File: src/rtl/arb5_pkg.sv
package arb5_pkg;
  localparam int unsigned N_MST  = 5;
  localparam int unsigned TOUT_W = 13;
  localparam int unsigned MST_CPU  = 0;
  localparam int unsigned MST_GFX0 = 1;
  localparam int unsigned MST_GFX1 = 2;
  localparam int unsigned MST_CORE = 3;
  localparam int unsigned MST_EXP  = 4;
endpackage

File: src/rtl/arb5_cfg.sv
module arb5_cfg #(
  parameter int unsigned N    = arb5_pkg::N_MST,
  parameter int unsigned TW   = arb5_pkg::TOUT_W,
  parameter logic [TW-1:0] TRST = '1
) (
  input  logic          clk_i,
  input  logic          rst_ni,
  input  logic          we_i,
  input  logic [N-1:0]  pref_i,
  input  logic [N-1:0]  deny_i,
  input  logic [TW-1:0] tout_i,
  output logic [N-1:0]  pref_o,
  output logic [N-1:0]  deny_o,
  output logic [TW-1:0] tout_o,
  output logic          any_pref_o,
  output logic          any_deny_o
);
  // CPU (index 0) cannot be denied
  localparam logic [N-1:0] DENY_MASK = {{(N-1){1'b1}}, 1'b0};

  logic [N-1:0] pref_low;
  assign pref_low = pref_i & (~pref_i + N'(1));

  always_ff @(posedge clk_i or negedge rst_ni) begin
    if (!rst_ni) begin
      pref_o <= '0;
      deny_o <= DENY_MASK;
      tout_o <= TRST;
    end else if (we_i) begin
      pref_o <= pref_low;
      deny_o <= deny_i & DENY_MASK;
      tout_o <= tout_i;
    end
  end

  assign any_pref_o = |pref_o;
  assign any_deny_o = |deny_o;

  AST_PREF_SINGLE: assert property (@(posedge clk_i) disable iff (!rst_ni)
    $onehot0(pref_o));
  AST_CPU_NODENY: assert property (@(posedge clk_i) disable iff (!rst_ni)
    we_i |=> (deny_o[0] == 1'b0));
endmodule

File: src/rtl/arb5_pick.sv
module arb5_pick #(
  parameter int unsigned N  = arb5_pkg::N_MST,
  parameter int unsigned IW = (N > 1) ? $clog2(N) : 1
) (
  input  logic [N-1:0]  req_i,
  input  logic [N-1:0]  deny_i,
  input  logic [N-1:0]  pref_i,
  input  logic          pref_slot_i,
  input  logic [IW-1:0] last_i,
  output logic          valid_o,
  output logic [IW-1:0] idx_o,
  output logic [N-1:0]  gnt_o,
  output logic          pref_win_o
);
  logic [N-1:0]  elig;
  logic          rr_found;
  logic [IW-1:0] rr_idx;
  logic [IW-1:0] pref_idx;

  assign elig = req_i & ~deny_i;

  always_comb begin
    rr_found = 1'b0;
    rr_idx   = '0;
    for (int k = 1; k <= int'(N); k++) begin
      int j;
      j = (int'(last_i) + k) % int'(N);
      if (!rr_found && elig[j]) begin
        rr_found = 1'b1;
        rr_idx   = IW'(j);
      end
    end
  end

  always_comb begin
    pref_idx = '0;
    for (int i = 0; i < int'(N); i++) begin
      if (pref_i[i]) pref_idx = IW'(i);
    end
  end

  always_comb begin
    pref_win_o = pref_slot_i && |(pref_i & elig);
    valid_o    = |elig;
    idx_o      = pref_win_o ? pref_idx : rr_idx;
    gnt_o      = '0;
    if (valid_o) gnt_o[idx_o] = 1'b1;
  end
endmodule

File: src/rtl/arb5_tout.sv
module arb5_tout #(
  parameter int unsigned TW = arb5_pkg::TOUT_W
) (
  input  logic          clk_i,
  input  logic          rst_ni,
  input  logic          load_i,
  input  logic          busy_i,
  input  logic          done_i,
  input  logic [TW-1:0] limit_i,
  input  logic          clr_i,
  output logic          expire_o,
  output logic          err_o
);
  logic [TW-1:0] cnt_q;

  assign expire_o = busy_i && !done_i && (cnt_q == '0);

  always_ff @(posedge clk_i or negedge rst_ni) begin
    if (!rst_ni) begin
      cnt_q <= '0;
    end else if (load_i) begin
      cnt_q <= limit_i;
    end else if (busy_i && !done_i && cnt_q != '0) begin
      cnt_q <= cnt_q - TW'(1);
    end
  end

  always_ff @(posedge clk_i or negedge rst_ni) begin
    if (!rst_ni)       err_o <= 1'b0;
    else if (expire_o) err_o <= 1'b1;
    else if (clr_i)    err_o <= 1'b0;
  end

  AST_ERR_STICKY: assert property (@(posedge clk_i) disable iff (!rst_ni)
    (err_o && !clr_i) |=> err_o);
  AST_CNT_LOAD: assert property (@(posedge clk_i) disable iff (!rst_ni)
    load_i |=> (cnt_q == $past(limit_i)));
endmodule

File: src/rtl/bus_arb5.sv
module bus_arb5 #(
  parameter int unsigned N_MST  = arb5_pkg::N_MST,
  parameter int unsigned TOUT_W = arb5_pkg::TOUT_W,
  parameter logic [TOUT_W-1:0] TOUT_RST = '1
) (
  input  logic              clk_i,
  input  logic              rst_ni,
  input  logic              cfg_we_i,
  input  logic [N_MST-1:0]  cfg_pref_i,
  input  logic [N_MST-1:0]  cfg_deny_i,
  input  logic [TOUT_W-1:0] cfg_tout_i,
  input  logic [N_MST-1:0]  req_i,
  input  logic              done_i,
  input  logic              err_clr_i,
  output logic [N_MST-1:0]  grant_o,
  output logic              any_pref_o,
  output logic              any_deny_o,
  output logic              tout_err_o
);
  localparam int unsigned IW = (N_MST > 1) ? $clog2(N_MST) : 1;

  logic [N_MST-1:0]  pref_q, deny_q, pick_gnt, grant_q;
  logic [TOUT_W-1:0] tout_q;
  logic [IW-1:0]     last_q, pick_idx;
  logic              pref_slot_q, pick_valid, pick_pref_win;
  logic              busy, issue, expire;

  arb5_cfg #(.N(N_MST), .TW(TOUT_W), .TRST(TOUT_RST)) u_cfg (
    .clk_i(clk_i), .rst_ni(rst_ni), .we_i(cfg_we_i),
    .pref_i(cfg_pref_i), .deny_i(cfg_deny_i), .tout_i(cfg_tout_i),
    .pref_o(pref_q), .deny_o(deny_q), .tout_o(tout_q),
    .any_pref_o(any_pref_o), .any_deny_o(any_deny_o)
  );

  arb5_pick #(.N(N_MST), .IW(IW)) u_pick (
    .req_i(req_i), .deny_i(deny_q), .pref_i(pref_q),
    .pref_slot_i(pref_slot_q), .last_i(last_q),
    .valid_o(pick_valid), .idx_o(pick_idx), .gnt_o(pick_gnt),
    .pref_win_o(pick_pref_win)
  );

  assign busy  = |grant_q;
  assign issue = !busy && pick_valid;

  arb5_tout #(.TW(TOUT_W)) u_tout (
    .clk_i(clk_i), .rst_ni(rst_ni), .load_i(issue), .busy_i(busy),
    .done_i(done_i), .limit_i(tout_q), .clr_i(err_clr_i),
    .expire_o(expire), .err_o(tout_err_o)
  );

  always_ff @(posedge clk_i or negedge rst_ni) begin
    if (!rst_ni) begin
      grant_q     <= '0;
      last_q      <= '0;
      pref_slot_q <= 1'b1;
    end else if (issue) begin
      grant_q     <= pick_gnt;
      pref_slot_q <= !pick_pref_win;
      if (!pick_pref_win) last_q <= pick_idx;
    end else if (busy && (done_i || expire)) begin
      grant_q <= '0;
    end
  end

  assign grant_o = grant_q;

  AST_GNT_ONEHOT: assert property (@(posedge clk_i) disable iff (!rst_ni)
    $onehot0(grant_q));
  AST_GNT_HOLD: assert property (@(posedge clk_i) disable iff (!rst_ni)
    (busy && !done_i && !expire) |=> $stable(grant_q));
  AST_NO_DENIED_GNT: assert property (@(posedge clk_i) disable iff (!rst_ni)
    issue |=> ((grant_q & $past(deny_q)) == '0));
  AST_PREF_SLOT: assert property (@(posedge clk_i) disable iff (!rst_ni)
    (issue && pref_slot_q && |(pref_q & req_i & ~deny_q)) |=> (grant_q == $past(pref_q)));
  AST_EXPIRE_RELEASE: assert property (@(posedge clk_i) disable iff (!rst_ni)
    expire |=> (grant_q == '0 && tout_err_o));
  AST_DONE_RELEASE: assert property (@(posedge clk_i) disable iff (!rst_ni)
    (busy && done_i) |=> (grant_q == '0));
endmodule

File: config.mk
export PLATFORM = sky130hd
export DESIGN_NAME = bus_arb5
export DESIGN_NICKNAME = d
export VERILOG_FILES = /design/src/rtl/arb5_pkg.sv /design/src/rtl/arb5_cfg.sv /design/src/rtl/arb5_pick.sv /design/src/rtl/arb5_tout.sv /design/src/rtl/bus_arb5.sv
export SDC_FILE = /design/constraint.sdc
export NUM_CORES = 1
export LEC_CHECK = 0
export ABC_AREA = 1
export ABC_CLOCK_PERIOD_IN_PS = 9030
export BUFFER_PORTS_ARGS = -buffer_cell sky130_fd_sc_hd__buf_4
export CORE_MARGIN = 3
export CORE_UTILIZATION = 64
export DETAILED_ROUTE_END_ITERATION = 6
export GPL_TIMING_DRIVEN = 1
export PLACE_DENSITY = 0.95
export SLEW_MARGIN = 20
export SYNTH_ARGS = -nofsm -noshare
export SYNTH_HDL_FRONTEND = slang
export SYNTH_SLANG_ARGS = --single-unit
export TNS_END_PERCENT = 10
File: constraint.sdc
create_clock -name clk_i -period 9.03 [get_ports clk_i]
set_input_delay 0.4515 -clock clk_i [delete_from_list [all_inputs] [get_ports clk_i]]
set_output_delay 0.4515 -clock clk_i [all_outputs]
set_load 0.03 [all_outputs]
# ---- Word-level counts from Yosys, hierarchy flattened
# Index checks and enable logic that the tools add are counted.
# Widths: inputs -> output; s select.
dict set report classes {
  add_sub_neg 7
  mul 0
  div 5
  n_lt_le_gt_ge 7
  n_eq_ne 0
  shifts 0
  mux 38
  n_bitwise 6
  n_reduce_logical 30
}
# operator n
set op_table {}
lappend op_table {{$lt 32x5->1 const B} 5}
lappend op_table {{$mod 32x4->32 const B} 5}
lappend op_table {{$mux 13} 2}
lappend op_table {{$mux 3} 7}
lappend op_table {{$reduce_or 5->1} 4}
lappend op_table {{$mux 1} 18}
lappend op_table {{$and 5x5->5} 3}
lappend op_table {{$bmux 1 s3} 5}
lappend op_table {{$mux 5} 3}
lappend op_table {{$logic_not 13->1} 1}
lappend op_table {{$reduce_bool 13->1} 1}
lappend op_table {{$sub 13x1->13 const B} 1}
lappend op_table {{$logic_and 1x1->1} 11}
lappend op_table {{$not 5->5} 2}
lappend op_table {{$add 3x2->4 const B} 2}
lappend op_table {{$add 3x3->4 const B} 2}
lappend op_table {{$logic_not 1->1} 7}
lappend op_table {{$reduce_bool 2->1} 3}
lappend op_table {{$add 5x1->5 const B} 1}
lappend op_table {{$add 3x1->4 const B} 1}
lappend op_table {{$lt 3x4->1 const B} 1}
lappend op_table {{$mux 2} 2}
lappend op_table {{$reduce_or 4->1} 1}
lappend op_table {{$demux 1 s3} 1}
lappend op_table {{4 further kinds} 4}
dict set report totals {
  reg_bits 45
  latch_bits 0
  mem_bits_rw 0
  romBits 0
  input_bits 33
  out_inout_bits 8
  elab_cells 101
  memories 0
}

# ---- Depth between registers and ports, before layout
# Gate-level depths: netlist of run 1.
dict set report logic_depth {
  ltp_word 25
  depth_mapped 31
  depth_no_buf 31
}

# ---- Modules after synthesis
# A second synthesis of run 1 with hierarchy kept.
dict set report hier_totals {
  hier_cells 617
  area_unflattened_um2 4241.6
}
# mod n_inst cells_per_inst area_each_um2 seq_area_each_um2
set by_module_without_submodules {}
lappend by_module_without_submodules {arb5_pick 1 308 1846.8 0.0}
lappend by_module_without_submodules {arb5_tout 1 159 1048.5 350.3}
lappend by_module_without_submodules {arb5_cfg 1 102 902.1 571.8}
lappend by_module_without_submodules {bus_arb5 1 48 444.2 226.5}

# ---- Worst setup path before layout of run 1
# Ideal clock, no wire load.
dict set report synth_path {
  path_type {register to register}
  startpoint {reg last_q[1]}
  endpoint {reg grant_q[2] (netlist: grant_o[2])}
  setup_ns 0.118
  arrival_ns 3.355
  required_time_ns 8.912
  setup_slack_ns 5.557
  stages_incl_launch_ff 27
  n_path_buf 0
  period_less_slack_ns 3.473
  cell_sequence {dfrtp_1 > inv_1 > ha_1 > nor2_1 > nor2_1 > a21oi_2 > xor2_1 > ha_1 > fa_1 > nand3_1 > nand2_1 > nand2_1 > inv_1 > nand2_1 > nand3_1 > nand3_1 > o21ai_1 > inv_1 > nand3_2 > nor2_4 > nand3_1 > nand3_1 > nand2_1 > nand2_2 > inv_1 > nand3_1 > nand2_1}
}
dict set report synth_via {
  elab_chain_cells 25
  word_cells_on_any_way 50
  classes_between {add/sub: 5; div: 5; order compare: 2; mux: 29; reduce/logical: 9}
}
# item line_no
set synth_lines {}
lappend synth_lines {{start: declaration} bus_arb5.sv:24} ;# logic [IW-1:0] last_q, pick_idx;
lappend synth_lines {{start signal: assignment} bus_arb5.sv:59} ;# if (!pick_pref_win) last_q <= pick_idx;
lappend synth_lines {{$add 3x1->4} arb5_pick.sv:27} ;# j = (int'(last_i) + k) % int'(N);
lappend synth_lines {{$mod 32x4->32} arb5_pick.sv:27}
lappend synth_lines {{$bmux 1 s3} arb5_pick.sv:28} ;# if (!rr_found && elig[j]) begin
lappend synth_lines {{$mux 1 (implied by the code) (2 in series)} arb5_pick.sv:28}
lappend synth_lines {{$mux 1} arb5_pick.sv:28}
lappend synth_lines {{$logic_not 1->1} arb5_pick.sv:28}
lappend synth_lines {{$logic_and 1x1->1} arb5_pick.sv:28}
lappend synth_lines {{$mux 1} arb5_pick.sv:28}
lappend synth_lines {{(+8 left out)} -}
lappend synth_lines {{$mux 3 (*)} arb5_pick.sv:28}
lappend synth_lines {{$mux 3 (*)} arb5_pick.sv:45} ;# idx_o = pref_win_o ? pref_idx : rr_idx;
lappend synth_lines {{$lt 3x4->1 (implied by the code) or $ge 3x1->1 (tied branches)} arb5_pick.sv:47} ;# if (valid_o) gnt_o[idx_o] = 1'b1;
lappend synth_lines {{$logic_and 1x1->1 (implied by the code)} arb5_pick.sv:47}
lappend synth_lines {{$mux 1 (implied by the code)} arb5_pick.sv:47}
lappend synth_lines {{$demux 1 s3 (*)} -}
lappend synth_lines {{$mux 5 (*)} arb5_pick.sv:47}
lappend synth_lines {{$mux 5 (*)} bus_arb5.sv:56} ;# end else if (issue) begin
lappend synth_lines {{end signal: assignment} bus_arb5.sv:57} ;# grant_q <= pick_gnt;
lappend synth_lines {{end: declaration} bus_arb5.sv:22} ;# logic [N_MST-1:0] pref_q, deny_q, pick_gnt, grant_q;
# Mark *: on every way between the ends. The rest lies on a longest branch, timed or not. The select of a mux whose other input is x is not followed.
# A chain may end at the register's enable or synchronous reset.

# ---- Worst setup path in the final report of run 1
dict set report layout_path {
  startpoint {reg last_q[0]}
  endpoint {reg grant_q[2] (netlist: grant_o[2])}
}
# The elaborated chain is that of the path after synthesis.

==> flow_summary.yaml, run 1 <==
status:
  outcome: "finished, final reports clean"
die:
  coreArea_um2: 5570
  start_util: 0.671
  io_pins: 41
  die-height_um: 82.4
  die_area_um2: 6800
  rows: 27
  die_w_um: 82.4
logic_synthesis:
  ys_seq_elements: 45
  yosysWarnings: 0
  netlist_instances: 533
  async_flop_share: 1.00
  synth.yosys.seq_area_share: 0.307
  syn_nets: 594
  synth-main-ff-cell: "dfrtp_1"
  ys_types: 45
  synth_area_per_cell_um2: 7.02
  syn_area_um2: 3740
  synth_edf_count: 0
clocking:
  post_cts_resized: 0
  post_cts_buffers: 0
  cts_tree: "yes"
  root_buffer: "clkbuf_8"
  clkSinkCount: 45
  ctsHoldBuffers: 0
  path_clk_slew_ps: 80
  clock_path_buffers: 2
  htreeDepth: 2
  clk_latency_ps: 300
  cts_inserted_buffers: 5
placement:
  hpwl_um: 6490
  post_dp_cell_area_um2: 4070
  place_congestion: 0.893
  io_buffers: 39
setup_path:
  worst_path_largest_cell_delay_ps: 840
  cp-startpoint: "last_q[0]"
  timing.rr.start: "last_q[0]"
  cp-start-kind: "flop"
  path_max_fanout: 20
  critPathSlowestCell: "dfrtp_1"
  critPathKind: "reg -> reg"
  cp.arrival_ps: 4600
  path_cells: "inv_2 -> ha_1 -> inv_1 -> ha_1 -> inv_1 -> ha_1 -> nor2_1 -> o21ai_0 -> o21ai_1 -> nand3_2 -> nand2_2 -> nand3_1 -> a21oi_1 -> nand2_1 -> inv_2 -> nand3_1 -> nand3_1 -> nand2_1 -> nand2_2 -> inv_1 -> nand3_1 -> nand2_1"
  cp_data_required_time_ps: 9220
  cp-end-kind: "flop"
  cpMostUsedCell: "nand3_1"
layout:
  syn2layout_area_growth_pct: 12.1
  multi_input_area_um2: 2250
  n_antenna_cell: 0
  final_cell_mix: "145 x nand2_1, 69 x inv_1, 57 x nand3_1"
  postLayoutCellArea_um2: 4190
  layout_commonest_cell: "nand2_1"
  num-fill-cells: 404
  ff_latch_area_um2: 1150
  drive_gt1_frac: 0.210
  final_nets: 628
global_routing:
  grt_pass1_vias: 3377
  grt_max_degree: 46
  gr-total-overflow: 0
  antenna_found_initial: 0
  grt_first_pass_wirelength_um: 14600
  groute.usage.overall: 0.273
route:
  routedWlPerCell_um: 13.4
  drt_pass1_iterations: 6
  drtIter0Drc: 268
  viasPerCell: 5.64
  post-route-drc-count: 0
  routed-via-count: 3612
  detail-route-antenna-nets: 0
  wl_um: 8600
sta:
  hold_viol: 0
  setup_tns_ps: 0
  grt_setup_unrepaired: "false"
  period_minus_slack_ps: 4400
  relSlewSlack: 0.468
  skew_ps: 5.80
  tightest_slew_ps: 795
  setup_violations: 0
  drv_slew: 0
  fin_crit_sh: 0.488
  max_freq_mhz: 227
power_and_ir_drop:
  leakagePower_nw: 2.17
  power_density_nw_per_um2: 404
  vdd_drop_max_mv: 0.269
run:
  maxCapViolCount: 0
worst_hold_path:
  hold_path.class: "in -> async"
==> where the power goes <==
| part | switching, mW | total [mW] | internal [mW] | leakage (nW) |
|---|---|---|---|---|
| Sequential | 0.0510 | 0.313 | 0.262 | 0.530 |
| Combinational | 0.807 | 1.22 | 0.413 | 1.58 |
| Clock | 0.0698 | 0.160 | 0.0900 | 0.0574 |
==> cells by family (layout without fill, tap and decap cells) <==
family | count (synthesis) | count (layout) | share of synthesized area
xor+xnor | 9 | 9 | 0.0231
compound gates | 58 | 58 | 0.0943
fa+ha+maj | 28 | 28 | 0.0957
buf+inv | 89 | 124 | 0.0920
simple gates | 304 | 304 | 0.388
flops | 45 | 45 | 0.307
==> cell usage after synthesis (4+ instances only) <==
master,number,share of area
o21ai_1,8,0.011
nand2_2,22,0.037
inv_2,5,0.0050
xor2_1,6,0.014
nand3_2,12,0.032
nand3b_1,6,0.012
nor3_1,6,0.0080
clkbuf_1,9,0.0090
nor2_1,39,0.039
a21oi_1,10,0.013
dfrtp_1,27,0.18
nand2_1,145,0.15
nand3_1,57,0.076
dfstp_2,18,0.13
inv_1,69,0.069
o21ai_0,20,0.027
nand4_1,5,0.0084
ha_1,27,0.090
o221ai_1,4,0.0094
==> routing by layer <==
metal	GRT usage	share of wire	up-vias
met2	0.486	0.52	119
met1	0.329	0.41	1689
li1	-	-	1784
met3	0.0477	0.053	20
met5	0	0	-
met4	0.0963	0.018	0
==> final timing paths <==
kind,depth (start not counted),slack [ps],endpoint
max,22,4630,grant_o[2]
min,1,130,u_tout.err_o
max reg2reg,22,4630,grant_o[2]
min reg2reg,2,460,u_cfg.tout_o[4]
max in group asynchronous,1,8520,u_cfg.deny_o[4]
min in group clk_i,2,330,u_tout.err_o
==> cell type report <==
type                            count  share of cell area
Multi-Input combinational cell    399               0.536
Clock inverter                      2             0.00895
Clock buffer                        6              0.0197
Inverter                           77              0.0704
Tap cell                           72              0.0215
Sequential cell                    45               0.274
Timing Repair Buffer               39              0.0698
==> worst max-delay path: cells and delay by family (launching register included) <==
| family | cells | cell delay, ps |
|---|---|---|
| AND/OR/NAND/NOR | 11 | 1040 |
| adder cells (fa/ha/maj) | 3 | 1120 |
| buffers and inverters | 5 | 730 |
| AO/OA/AOI/OAI | 3 | 590 |
| flip-flops | 1 | 840 |
==> metrics by stage <==
stage | hold WS [ps] | utilization | power, mW | worst slack (ps) | std cells
final | 128 | 0.752 | 1.69 | 4630 | 640
after global routing | 151 | 0.752 | 1.87 | 4140 | 640
after CTS | 146 | 0.752 | 1.68 | 4700 | 640
after detailed placement | 452 | 0.731 | 1.51 | 4710 | 632
after global placement | 451 | 0.731 | 1.44 | 4900 | 632
after floorplan | 156 | - | 1.28 | 5560 | 533
==> registers in the layout, indices dropped and copies added (netlist names) <==
register	count
grant_o	5
last_q	3
pref_slot_q	1
u_cfg.deny_o	4
u_cfg.pref_o	5
u_cfg.tout_o	13
u_tout.cnt_q	13
u_tout.err_o	1
(Power assumes the default switching activity.)
==> inputs of run 2 (changes only) <==
ABC_CLOCK_PERIOD_IN_PS = 3900   (was 9030)
CORE_UTILIZATION = 54   (was 64)
PLACE_DENSITY = 0.86   (was 0.95)
clock period = 3.9 ns   (was 9.03 ns; I/O delays follow)
==> run 2 against run 1 <==
Against the previous run:
- total power is 140% higher
- largest cell class unchanged
- die area up 17%
- highest routed layer unchanged
- first-iteration DRC count decreased by 13%
- clock skew increased by 5.0 ps
- flip-flop and latch count is the same
- utilization decreased by 8.4 points
- non-clock buffer count is 13 higher
- combinational power grew to 2.5 times the previous value
- cell area rose by 4.1%
==> flow_summary.yaml, run 2 (synthesis gave the netlist of run 1 again) <==
status:
  outcome: "finished, final reports clean"
die:
  die_area_um2: 7960
  coreArea_um2: 6530
  die-height_um: 89.2
  io_pins: 41
  start_util: 0.573
  rows: 29
  die_w_um: 89.2
power_and_ir_drop:
  vdd_drop_max_mv: 0.431
  power_density_nw_per_um2: 939
  leakagePower_nw: 2.24
setup_path:
  worst_path_largest_cell_delay_ps: 430
  critPathSlowestCell: "dfrtp_1"
  reg2reg_to: "grant_o[0]"
  cp-end-kind: "flop"
  cp_data_required_time_ps: 4100
  cp-start-kind: "flop"
  timing.rr.start: "last_q[2]"
  rrSetupSlack_ps: 280
  endpoint: "grant_o[0]"
  cp.arrival_ps: 3820
  path_max_fanout: 8
  critPathKind: "reg -> reg"
  cp-startpoint: "last_q[2]"
  cpMostUsedCell: "nand2_1"
  reg2regPathDepth: 26
clocking:
  cts_tree: "yes"
  clk_latency_ps: 300
  cts_inserted_buffers: 5
  path_clk_slew_ps: 90
  htreeDepth: 2
  root_buffer: "clkbuf_8"
  clock_path_buffers: 2
  clkSinkCount: 45
worst_hold_path:
  hold_depth: 2
  hold_path.class: "in -> reg"
global_routing:
  antenna_found_initial: 0
  groute.usage.overall: 0.230
  grt_first_pass_wirelength_um: 14600
  gr-total-overflow: 0
  grt_max_degree: 46
  grt_pass1_vias: 3332
route:
  post-route-drc-count: 0
  detail-route-antenna-nets: 0
  routedWlPerCell_um: 13.4
  viasPerCell: 5.48
  drtIter0Drc: 233
  drt_pass1_iterations: 5
  wl_um: 8820
  routed-via-count: 3604
placement:
  place_congestion: 0.917
  io_buffers: 39
  dp_cells: 644
  hpwl_um: 6540
sta:
  setup_violations: 0
  skew_ps: 10.8
  relSlewSlack: 0.467
  tightest_slew_ps: 796
  max_freq_mhz: 276
  fin_crit_sh: 0.928
  hold_viol: 0
  setup_tns_ps: 0
  period_minus_slack_ps: 3620
  drv_slew: 0
layout:
  final_cell_mix: "144 x nand2_1, 66 x inv_1, 54 x nand3_1"
  final_nets: 641
  syn2layout_area_growth_pct: 16.7
  reg_top3: "u_cfg.tout_o x13, u_tout.cnt_q x13"
  n_antenna_cell: 0
  layout_commonest_cell: "nand2_1"
  stdcell_count: 658
  drive_gt1_frac: 0.251
  num-fill-cells: 538
run:
  maxCapViolCount: 0
[run 2: changes by cell type in the layout (fill, tap and decap cells not counted), moves of 3 or more]
cell / previous run / this run
nand3_1: 57 / 54
buf_4: 39 / 50
inv_1: 69 / 66
ha_1: 27 / 24
[run 2: worst max-delay path, delay by kind of cell, from the launching register on]
kind / cells / cell delay (ps)
compound gates: 3 / 400
xor+xnor: 1 / 130
fa+ha+maj: 3 / 770
buf+inv: 4 / 400
flops: 1 / 430
simple gates: 15 / 1370
[run 2: layout make-up]
class | instances | area, um2 | area share
multi-input cells | 399 | 2310 | 0.530
flip-flops and latches | 45 | 1150 | 0.263
repair buffers | 52 | 397 | 0.0909
inverters | 77 | 298 | 0.0682
well taps | 77 | 96.3 | 0.0221
clock buffers | 6 | 72.6 | 0.0166
clock inverters | 2 | 38.8 | 0.00889
[run 2: worst min-delay path by stage]
stage / startpoint / end / slack, ps
floorplan: rst_ni / grant_o[0] / -100
global placement: rst_ni / u_tout.err_o / 210
detailed placement: rst_ni / u_tout.err_o / 220
CTS: err_clr_i / u_tout.err_o / 70
global route: err_clr_i / u_tout.err_o / 80
finish: err_clr_i / u_tout.err_o / 70
[run 2: metal layers]
layer  vias to the layer above  wire, um  GRT usage
met5                         -         0          0
met4                         0       223     0.0853
met3                        22       345     0.0313
met2                        94      4280      0.389
met1                      1684      3980      0.299
li1                       1804         -          -
[run 2: what timing repair did]
| item | CTS | global route |
|---|---|---|
| setup buffers | 0 | 5 |
| endpoints found under the setup margin | 0 | 8 |
| hold buffers | 1 | 0 |
| endpoints found under the hold margin | 27 | 0 |
| resized for setup | 0 | 19 |
[run 2: report_power, final]
part,switching [mW],internal (mW)
Combinational,1.99,1.06
Sequential,0.0850,0.608
Clock,0.158,0.192
Total,2.23,1.87
[run 2: metrics by stage]
step / worst slack [ps] / hold WS, ps / utilization / total power, mW / instance area [um2]
final: 281 / 71.1 / 0.668 / 4.10 / 4360
after global routing: -7.04 / 80.0 / 0.668 / 4.52 / 4360
after floorplan: 427 / -101 / - / 2.96 / 3740
after global placement: 339 / 215 / 0.633 / 3.43 / 4130
after CTS: 123 / 65.2 / 0.651 / 3.93 / 4250
after detailed placement: 143 / 219 / 0.633 / 3.55 / 4130
==> inputs of run 3 (changes only) <==
ABC_AREA = unset   (was 1)
==> run 3 against run 2 <==
Against the previous run:
- setup slack worse by 340 ps
- first-iteration DRC count is 30% higher
- global-route usage is 2.2 points higher
- wire length is 16% higher
- the run now ends with setup timing left
- clock skew is 2.6 ps lower
- cell area is 12% higher
- register-to-register slack worse by 340 ps
- largest cell class unchanged
- critical endpoint unchanged
- synthesized area is 3.0% higher
==> flow_summary.yaml, run 3 <==
layout:
  reg_top3: "u_cfg.tout_o x13, u_tout.cnt_q x13"
  syn2layout_area_growth_pct: 26.7
  final_cell_mix: "91 x buf_4, 38 x nand2_1, 34 x nor2_1"
  final_nets: 566
  layout_commonest_cell: "buf_4"
  n_antenna_cell: 0
  drive_gt1_frac: 0.385
die:
  coreArea_um2: 6870
  die_area_um2: 8180
  rows: 30
  die-height_um: 90.5
  die_w_um: 90.5
  start_util: 0.561
  io_pins: 41
sta:
  drv_slew: 0
  period_minus_slack_ps: 3960
  relSlewSlack: 0.487
  layout_setup_ws_ps: -56.2
  hold_viol: 0
  max_freq_mhz: 253
  setup_tns_ps: -94.2
  grt_setup_unrepaired: "true"
  fin_crit_sh: 1.01
  setup_violations: 2
  skew_ps: 8.23
  tightest_slew_ps: 769
clocking:
  root_buffer: "clkbuf_8"
  clk_latency_ps: 310
  clkSinkCount: 45
  htreeDepth: 2
  cts_tree: "yes"
  path_clk_slew_ps: 80
  clock_path_buffers: 2
  cts_inserted_buffers: 5
route:
  post-route-drc-count: 0
  routedWlPerCell_um: 17.0
  drt_pass1_iterations: 5
  routed-wl-met3_um: 633
  wl_met2_um: 5070
  top_layer: "met4"
  viasPerCell: 6.24
  wl_met1_um: 4380
  drtIter0Drc: 303
  detail-route-antenna-nets: 0
  routed-via-count: 3754
  wl_um: 10300
setup_path:
  cp_data_required_time_ps: 4100
  timing.rr.start: "last_q[0]"
  path_max_fanout: 11
  cp.arrival_ps: 4160
  rrSetupSlack_ps: -60
  reg2regPathDepth: 18
  cp-start-kind: "flop"
  critPathKind: "reg -> reg"
  reg2reg_to: "grant_o[0]"
  cp-end-kind: "flop"
global_routing:
  antenna_found_initial: 0
  grt_max_degree: 46
  grt_pass1_vias: 3691
  groute.usage.overall: 0.252
  gr-total-overflow: 0
  grt_first_pass_wirelength_um: 17300
worst_hold_path:
  hold_path.class: "in -> reg"
  hold_depth: 2
  min_to: "u_cfg.pref_o[2]"
  hp-start: "cfg_pref_i[1]"
logic_synthesis:
  netlist_top_cells_area: "dfrtp_1 18%, dfstp_2 12%, ha_1 8.8%"
  yosysTopAreaCell: "dfrtp_1"
  synth_edf_count: 0
  synth_top_family_by_area: "compound AO/OA/AOI/OAI gates"
  ys_seq_elements: 45
  yosysMostFrequentCell: "nand2_1"
  ys_types: 78
  synth_compound_area_frac: 0.221
  syn_nets: 490
  synth_top_area_frac: 0.175
  async_flop_share: 1.00
  syn_area_um2: 3850
  synth-main-ff-cell: "dfrtp_1"
  netlist_instances: 429
  yosysWarnings: 0
  synth-simple-area-share: 0.204
  synthXorXnorAreaFrac: 0.0335
  yosys.area_share.adder: 0.0955
  synth_area_per_cell_um2: 8.98
  synth.area.mux_share: 0.0984
  synth.yosys.seq_area_share: 0.298
  synth_common_cells: "38 x nand2_1, 36 x nor2_1, 27 x dfrtp_1, 27 x ha_1, 23 x mux2_2"
placement:
  io_buffers: 39
  hpwl_um: 7660
  place_congestion: 0.985
run:
  maxCapViolCount: 0
status:
  violations: "setup timing"
  outcome: "finished, violations left"
run 3: changes by cell type after synthesis, moves of 7 or more:
cell      change
nor2b_1       +8
nand2_1     -107
nand3_1      -48
xnor2_1       +8
clkbuf_1      +8
a21oi_1       +7
nand3_2      -12
nand2b_1      +7
mux2_2       +23
o211ai_1      +8
inv_1        -47
nand2_2      -22
run 3: repair_timing:
| item | in CTS | in global routing |
|---|---|---|
| hold buffers | 1 | 0 |
| buffers inserted | 1 | 0 |
| gates resized for setup | 6 | 11 |
| setup endpoints to repair | 6 | 8 |
| hold endpoints to repair | 27 | 0 |
| cloned | 0 | 0 |
| pin swaps | 3 | 8 |
run 3: kinds of logic after synthesis:
kind of cell | count (synthesis)
and+or+nand+nor | 149
xor gates and xnor gates | 13
adders and majority gates | 29
buffers and inverters | 47
AOI/OAI and AO/OA | 116
DFF | 45
muxes | 30
run 3: worst max path at each step:
stage / from / endpoint / slack (ps)
4_1_cts: last_q[0] / grant_o[4] / -9
5_1_grt: last_q[1] / grant_o[1] / -230
3_3_place_gp: last_q[1] / grant_o[4] / 50
6_report: last_q[0] / grant_o[0] / -60
3_5_place_dp: last_q[1] / grant_o[4] / -140
2_1_floorplan: last_q[0] / grant_o[4] / -40
run 3: layout make-up:
class                      count  area [um2]
tap                           96         120
fill                         492        1990
clock inverter                 1        5.00
clock buffer                   7        76.3
multi-input combinational    337        2730
timing repair buffer          93         704
sequential                    45        1150
inverter                      23        91.3
run 3: metrics by stage:
stage                     cells  instance area [um2]   util  setup WS (ps)  hold WS, ps
after CTS                   602                 4830  0.703          -8.77          103
after global placement      592                 4700  0.685           46.3          214
after floorplan             429                 4050      -          -35.1         -101
after detailed placement    592                 4700  0.685           -137          220
final                       602                 4880  0.711          -56.2          108
after global routing        602                 4880  0.711           -227          101
run 3: per-layer routing:
| metal | global-route usage | vias to the layer above |
|---|---|---|
| li1 | - | 1745 |
| met1 | 0.331 | 1839 |
| met2 | 0.432 | 143 |
| met3 | 0.0492 | 27 |
| met4 | 0.0510 | 0 |
| met5 | 0 | - |
run 3: critical path, stage by stage, from the launching register on:
cell	delay [ps]
dfrtp_1	420
buf_4	170
inv_6	70
ha_4	240
ha_4	190
nor4b_4	280
nor3_2	110
xnor2_2	250
ha_2	240
nor2b_4	50
o32ai_4	300
buf_6	160
nand4_1	80
o311ai_0	150
o211a_1	260
and3_4	230
a31oi_1	80
a21boi_2	220
o41ai_2	350
Power of run 3 is not shown: default switching activity piles up to over one toggle a cycle in this logic, so the estimate is an artifact.
